<file path="src/rtl/hex_scan4.sv">
module hex_scan4 (
  input  logic        clk,
  input  logic        rst_n,
  input  logic        tick,
  input  logic [15:0] value,
  output logic [3:0]  dig_sel_n,
  output logic [6:0]  seg
);

  logic [3:0] nxt_c, nxt_q, nib_c, nib_q;
  logic       pend_q;

  function automatic logic [6:0] glyph(input logic [3:0] n);
    case (n)
      4'h0: glyph = 7'h3F;
      4'h1: glyph = 7'h06;
      4'h2: glyph = 7'h5B;
      4'h3: glyph = 7'h4F;
      4'h4: glyph = 7'h66;
      4'h5: glyph = 7'h6D;
      4'h6: glyph = 7'h7D;
      4'h7: glyph = 7'h07;
      4'h8: glyph = 7'h7F;
      4'h9: glyph = 7'h6F;
      4'hA: glyph = 7'h77;
      4'hB: glyph = 7'h7C;
      4'hC: glyph = 7'h39;
      4'hD: glyph = 7'h5E;
      4'hE: glyph = 7'h79;
      default: glyph = 7'h71;
    endcase
  endfunction

  always_comb begin
    case (dig_sel_n)
      4'b1110: nxt_c = 4'b1101;
      4'b1101: nxt_c = 4'b1011;
      4'b1011: nxt_c = 4'b0111;
      default: nxt_c = 4'b1110;
    endcase
  end

  always_comb begin
    case (nxt_c)
      4'b1110: nib_c = value[15:12];
      4'b1101: nib_c = value[11:8];
      4'b1011: nib_c = value[7:4];
      default: nib_c = value[3:0];
    endcase
  end

  always_ff @(posedge clk or negedge rst_n) begin
    if (!rst_n) begin
      dig_sel_n <= 4'b1111;
      seg       <= 7'h00;
      nxt_q     <= 4'b1111;
      nib_q     <= 4'h0;
      pend_q    <= 1'b0;
    end else if (tick) begin
      dig_sel_n <= 4'b1111;
      seg       <= 7'h00;
      nxt_q     <= nxt_c;
      nib_q     <= nib_c;
      pend_q    <= 1'b1;
    end else if (pend_q) begin
      dig_sel_n <= nxt_q;
      seg       <= glyph(nib_q);
      pend_q    <= 1'b0;
    end
  end


  one_digit_chk: assert property (@(posedge clk) disable iff (!rst_n)
    $countones(~dig_sel_n) <= 1);


  blank_after_tick_chk: assert property (@(posedge clk) disable iff (!rst_n)
    tick |=> (dig_sel_n == 4'b1111 && seg == 7'h00));


  restart_top_chk: assert property (@(posedge clk) disable iff (!rst_n)
    (tick && dig_sel_n == 4'b1111) ##1 !tick |=> dig_sel_n == 4'b1110);


  lit_after_blank_chk: assert property (@(posedge clk) disable iff (!rst_n)
    tick ##1 !tick |=> dig_sel_n != 4'b1111);


  hold_chk: assert property (@(posedge clk) disable iff (!rst_n)
    (!tick && !pend_q) |=> ($stable(dig_sel_n) && $stable(seg)));

endmodule

</file>
<file path="config.mk">
export PLATFORM = sky130hd
export DESIGN_NAME = hex_scan4
export DESIGN_NICKNAME = d
export VERILOG_FILES = /design/src/rtl/hex_scan4.sv
export SDC_FILE = /design/constraint.sdc
export NUM_CORES = 1
export LEC_CHECK = 0
export BUFFER_PORTS_ARGS = -buffer_cell sky130_fd_sc_hd__buf_2
export CAP_MARGIN = 20
export CORE_MARGIN = 1.5
export CORE_UTILIZATION = 40
export DETAILED_ROUTE_END_ITERATION = 7
export GPL_ROUTABILITY_DRIVEN = 1
export PLACE_DENSITY = 0.67
export SYNTH_ARGS = -nofsm -noshare
export SYNTH_HDL_FRONTEND = slang
export SYNTH_SLANG_ARGS = --single-unit
</file>
<file path="constraint.sdc">
create_clock -name clk -period 1.8 [get_ports clk]
set_input_delay 0.18 -clock clk [delete_from_list [all_inputs] [get_ports clk]]
set_output_delay 0.18 -clock clk [all_outputs]
set_load 0.05 [all_outputs]
</file>
==> run_results.csv, run 1 <==
group,metric,value,unit
synthesis,synth.avg_cell_area,10.0,um2
layout,syn_to_final_growth,17.3,%
global_route,grt_usage,17.3,%
timing,worst_slew_pin_slew,0.622,ns
global_route,grt_pass1_wl,4450,um
timing,period_minus_slack,1.58,ns
run,drv_cap,0,
global_route,grt_overflow,0,
hold_path,min_from,"value[12]",
floorplan,die_area,3270,um2
clock_tree,h-tree-depth,1,
power,p_leak,0.626,nW
critical_path,startpoint_type,"register",
clock_tree,cts_buffer_depth,2,
routing,firstDrtPassIters,4,
floorplan,rows,19,
clock_tree,cts_resized,0,
clock_tree,cts_tree,"yes",
synthesis,async_flop_share,100,%
run_status,status,"finished, final reports clean",
synthesis,netlist_top_cells_area,"dfrtp_1 26%, dfstp_2 18%, mux2i_1 7.7%, ha_1 5.3%, nor2_1 5.1%",
place,numPortBuffers,29,
floorplan,die_x,57.2,um
place,pre_cts_ws,0.265,ns
critical_path,arrival,1.82,ns
timing,rsz0062_at_grt,"false",
power,peakVddDrop,0.727,mV
floorplan,start_util,42.2,%
critical_path,rr_startpoint,"dig_sel_n[1]$_DFFE_PN1P_",
synthesis,yosys.area.top_type,"dfrtp_1",
layout,mostFrequentLayoutCell,"buf_2",
synthesis,synth_seq_area_share,43.5,%
synthesis,ys_types,31,
layout,nNetsFinal,169,
timing,maxSlewHeadroom,58.5,%
hold_path,holdPathEnd,"nib_q[0]$_DFFE_PN0P_",
clock_tree,postCtsSetupBuffers,0,
synthesis,syn_nets,141,
hold_path,holdCritPathClass,"in2reg",
timing,setup_slack,0.217,ns
floorplan,io_pins,30,
critical_path,end_kind,"register",
critical_path,r2r-end,"nib_q[1]$_DFFE_PN0P_",
routing,avgViaCountPerCell,5.60,
layout,drive_gt1_share,31.3,%
routing,totalWireLength,2580,um
timing,finalHoldViolations,0,
layout,mostFrequentLayoutCells,"29 x buf_2, 16 x nor2_1, 12 x dfrtp_1, 9 x mux2i_1, 9 x nand2_1",
synthesis,synth-edff-count,0,
critical_path,worstPathMaxFanout,7,
synthesis,synthFlopType,"dfrtp_1",
timing,finClkSkew,0.00468,ns
clock_tree,numCtsBuffers,3,
critical_path,critical_path_class,"reg2reg",
global_route,grt_pass1_vias,968,
critical_path,r2r_cells,4,
critical_path,worstPathRequired,2.04,ns
synthesis,synth_top_area_share,25.6,%
synthesis,yosys_warnings,0,
routing,drc,0,
timing,max_freq,632,MHz
routing,initialDrtViolationCount,29,
layout,diodes,0,
synthesis,synth_area,1170,um2
synthesis,ys_ff_latch,20,
synthesis,syn_inst,117,
routing,final_antenna_net_count,0,
critical_path,r2r_slack,0.22,ns
timing,fin_tns_setup,0,ns
power,power,1.36,mW
timing,drv_slew,0,
hold_path,worstHoldPathCells,2,
timing,finalSetupViolCount,0,
floorplan,die-height,57.2,um
routing,vias,980,
global_route,grt_antenna_before_repair,0,
place,dpl.hpwl,1980,um
layout,final_util,49.5,%
power,pwr_density_cell,986,nW/um2
routing,wire_per_inst,14.8,um
clock_tree,clock_sinks,20,
clock_tree,cts_root_buffer,"clkbuf_4",
place,gp_congestion,0.827,
timing,period_share,87.9,%
floorplan,core-area,2780,um2
global_route,grt_max_degree,21,
clock_tree,cts.clk_slew.worst_paths,0.12,ns
clock_tree,clk_latency,0.30,ns
clock_tree,cts_hold_buf,1,
==> per-stage QoR <==
stage | instances | instance area [um2] | hold slack, ns
after floorplan | 117 | 1170 | -0.116
after global placement | 170 | 1320 | 0.146
after detailed placement | 170 | 1320 | 0.150
after CTS | 175 | 1380 | 0.0918
after global routing | 175 | 1380 | 0.105
final | 175 | 1380 | 0.105
==> worst max-delay path, cell delays in order, from the launching register on <==
cell and delay, ns:
dfstp_2 0.62, and3b_1 0.36, nand2_1 0.12, a311oi_1 0.28
a221o_1 0.15
==> where the power goes <==
| group | internal (mW) | switching (mW) | leakage [nW] |
|---|---|---|---|
| sequential | 0.512 | 0.0730 | 0.236 |
| combinational | 0.158 | 0.248 | 0.362 |
| clock | 0.225 | 0.142 | 0.0279 |
==> worst max path at each step <==
stage / slack [ns] / depth (start not counted) / end / from
2_1_floorplan: 0.11 / 5 / nib_q[0]$_DFFE_PN0P_ / dig_sel_n[0]$_DFFE_PN1P_
3_3_place_gp: 0.26 / 3 / nib_q[2]$_DFFE_PN0P_ / dig_sel_n[0]$_DFFE_PN1P_
3_5_place_dp: 0.26 / 3 / nib_q[2]$_DFFE_PN0P_ / dig_sel_n[0]$_DFFE_PN1P_
4_1_cts: 0.23 / 3 / nib_q[2]$_DFFE_PN0P_ / dig_sel_n[0]$_DFFE_PN1P_
5_1_grt: 0.12 / 4 / nib_q[0]$_DFFE_PN0P_ / dig_sel_n[1]$_DFFE_PN1P_
6_report: 0.22 / 4 / nib_q[1]$_DFFE_PN0P_ / dig_sel_n[1]$_DFFE_PN1P_
==> synth_stat cells, drive strengths merged (3+ instances only) <==
cell type,n
a21oi,5
mux2i,9
nand2,9
clkbuf,3
nand2b,6
nor2,16
o211ai,3
a221o,4
inv,4
dfrtp,12
nand3,6
a311oi,4
dfstp,8
ha,5
buf,4
==> cell families after synthesis <==
group,synth area share [%]
compound gates,17.9
simple gates,18.0
buf+inv,5.00
mux,9.58
flops,43.5
xor+xnor,0.746
fa+ha+maj,5.32
==> sequential cells by signal (all words and copies together) (netlist names) <==
name / count
nib_q: 4
dig_sel_n: 4
nxt_q: 4
pend_q: 1
seg: 7
==> metal layers <==
metal | wire, um | up-vias | track usage (%)
li1 | - | 478 | -
met1 | 1180 | 473 | 22.3
met2 | 1290 | 27 | 29.9
met3 | 86 | 2 | 1.59
met4 | 27 | 0 | 7.31
met5 | 0 | - | 0
==> cell type report <==
cell class,instances,area (um2)
Fill cell,261,1400
Multi-Input combinational cell,86,606
Sequential cell,20,510
Timing Repair Buffer,30,155
Tap cell,31,38.8
Clock inverter,1,30.0
Clock buffer,3,22.5
Inverter,4,15.0
(Power assumes the default switching activity.)
==> inputs of run 2 (changes only) <==
--- a/config.mk
+++ b/config.mk
@@ -8,10 +8,11 @@
 export BUFFER_PORTS_ARGS = -buffer_cell sky130_fd_sc_hd__buf_2
 export CAP_MARGIN = 20
 export CORE_MARGIN = 1.5
-export CORE_UTILIZATION = 40
+export CORE_UTILIZATION = 30
 export DETAILED_ROUTE_END_ITERATION = 7
 export GPL_ROUTABILITY_DRIVEN = 1
-export PLACE_DENSITY = 0.67
+export HOLD_SLACK_MARGIN = 0.12
+export PLACE_DENSITY = 0.54
 export SYNTH_ARGS = -nofsm -noshare
 export SYNTH_HDL_FRONTEND = slang
 export SYNTH_SLANG_ARGS = --single-unit
==> run_results.csv, run 2 (synthesis results as in run 1) <==
group,metric,value,unit
run_status,status,"finished, final reports clean",
floorplan,die-height,65.6,um
routing,initialDrtViolationCount,25,
layout,nNetsFinal,170,
layout,diodes,0,
hold_path,holdCritPathClass,"in2reg",
global_route,grt_max_degree,21,
timing,period_share,87.6,%
floorplan,die_x,65.6,um
timing,rsz0062_at_grt,"false",
critical_path,worstPathMaxFanout,7,
routing,wire_per_inst,13.3,um
clock_tree,cts_buffer_depth,2,
power,power,1.45,mW
floorplan,rows,22,
clock_tree,numCtsBuffers,3,
timing,finalHoldViolations,0,
floorplan,core-area,3720,um2
global_route,grt_pass1_wl,4480,um
run,drv_cap,0,
clock_tree,clk_latency,0.26,ns
critical_path,critical_path_class,"reg2reg",
timing,worst_slew_pin_slew,0.460,ns
timing,max_freq,634,MHz
power,peakVddDrop,0.381,mV
floorplan,die_area,4300,um2
clock_tree,h-tree-depth,1,
power,p_leak,0.640,nW
routing,totalWireLength,2560,um
layout,drive_gt1_share,32.4,%
global_route,grt_overflow,0,
place,numPortBuffers,29,
layout,largest_register_ffs,7,
critical_path,worstPathRequired,2.00,ns
global_route,grt_antenna_before_repair,0,
routing,final_antenna_net_count,0,
floorplan,start_util,31.6,%
routing,firstDrtPassIters,4,
power,pwr_density_cell,1020,nW/um2
place,gp_congestion,0.839,
layout,top_register,"seg",
global_route,grt_usage,13.6,%
floorplan,io_pins,30,
critical_path,arrival,1.78,ns
layout,mostFrequentLayoutCells,"29 x buf_2, 16 x nor2_1, 12 x dfrtp_1, 9 x mux2i_1, 9 x nand2_1",
critical_path,r2r_cells,4,
routing,avgViaCountPerCell,5.04,
timing,finClkSkew,0.00384,ns
routing,vias,972,
timing,maxSlewHeadroom,69.3,%
timing,period_minus_slack,1.58,ns
clock_tree,cts.clk_slew.worst_paths,0.08,ns
timing,drv_slew,0,
timing,fin_tns_setup,0,ns
critical_path,startpoint_type,"register",
layout,mostFrequentLayoutCell,"buf_2",
clock_tree,cts_tree,"yes",
routing,drc,0,
clock_tree,clock_sinks,20,
timing,finalSetupViolCount,0,
global_route,grt_pass1_vias,962,
place,dpl.hpwl,2000,um
clock_tree,cts_root_buffer,"clkbuf_8",
layout,syn_to_final_growth,21.5,%
critical_path,end_kind,"register",
hold_path,worstHoldPathCells,2,
run 2: worst paths after layout:
check	start	endpoint	slack (ns)
setup / recovery	dig_sel_n[1]$_DFFE_PN1P_	nib_q[0]$_DFFE_PN0P_	0.22
hold / removal	value[14]	nib_q[2]$_DFFE_PN0P_	0.14
setup reg to reg	dig_sel_n[1]$_DFFE_PN1P_	nib_q[0]$_DFFE_PN0P_	0.22
hold reg to reg	nxt_q[0]$_DFFE_PN1P_	nxt_q[0]$_DFFE_PN1P_	0.49
max in group asynchronous	rst_n	dig_sel_n[3]$_DFFE_PN1P_	1.07
min in group asynchronous	rst_n	seg[6]$_DFFE_PN0P_	0.39
run 2: timing repair:
action | CTS | global route
resized for setup | 0 | 1
setup endpoints to repair | 0 | 1
hold endpoints to repair | 12 | 0
setup buffers | 0 | 0
hold buffers | 1 | 0
run 2: layer usage:
layer	vias to the layer above	GRT usage, %	part of all wire [%]
li1	479	-	-
met2	29	21.7	47
met4	0	4.95	1.1
met5	-	0	0
met3	3	3.25	5.2
met1	461	17.8	47
run 2: metrics by stage:
| stage | setup WS, ns | std cells | area, um2 | hold slack, ns | util (%) |
|---|---|---|---|---|---|
| after floorplan | 0.108 | 117 | 1170 | -0.116 | - |
| after global placement | 0.266 | 188 | 1340 | 0.143 | 36.2 |
| after detailed placement | 0.209 | 188 | 1340 | 0.160 | 36.2 |
| after CTS | 0.184 | 193 | 1430 | 0.138 | 38.4 |
| after global routing | 0.0702 | 193 | 1430 | 0.158 | 38.4 |
| final | 0.224 | 193 | 1430 | 0.143 | 38.4 |
run 2: where the power goes:
group	leakage [nW]	internal (mW)	switching (mW)
logic	0.369	0.159	0.252
registers	0.236	0.513	0.0710
clock network	0.0357	0.297	0.158
total	0.640	0.969	0.481
run 2: final cells by class:
class	instances	area [um2]
Clock buffer	3	41.3
Clock inverter	1	30.0
Fill cell	381	2290
Inverter	4	15.0
Multi-Input combinational cell	86	608
Sequential cell	20	510
Tap cell	48	60.1
Timing Repair Buffer	31	163
run 2: worst max-delay path, stage by stage, from the launching register on:
cell,delay [ns]
dfstp_2,0.60
and3b_1,0.36
nand2_1,0.09
a311oi_1,0.30
a221o_1,0.16
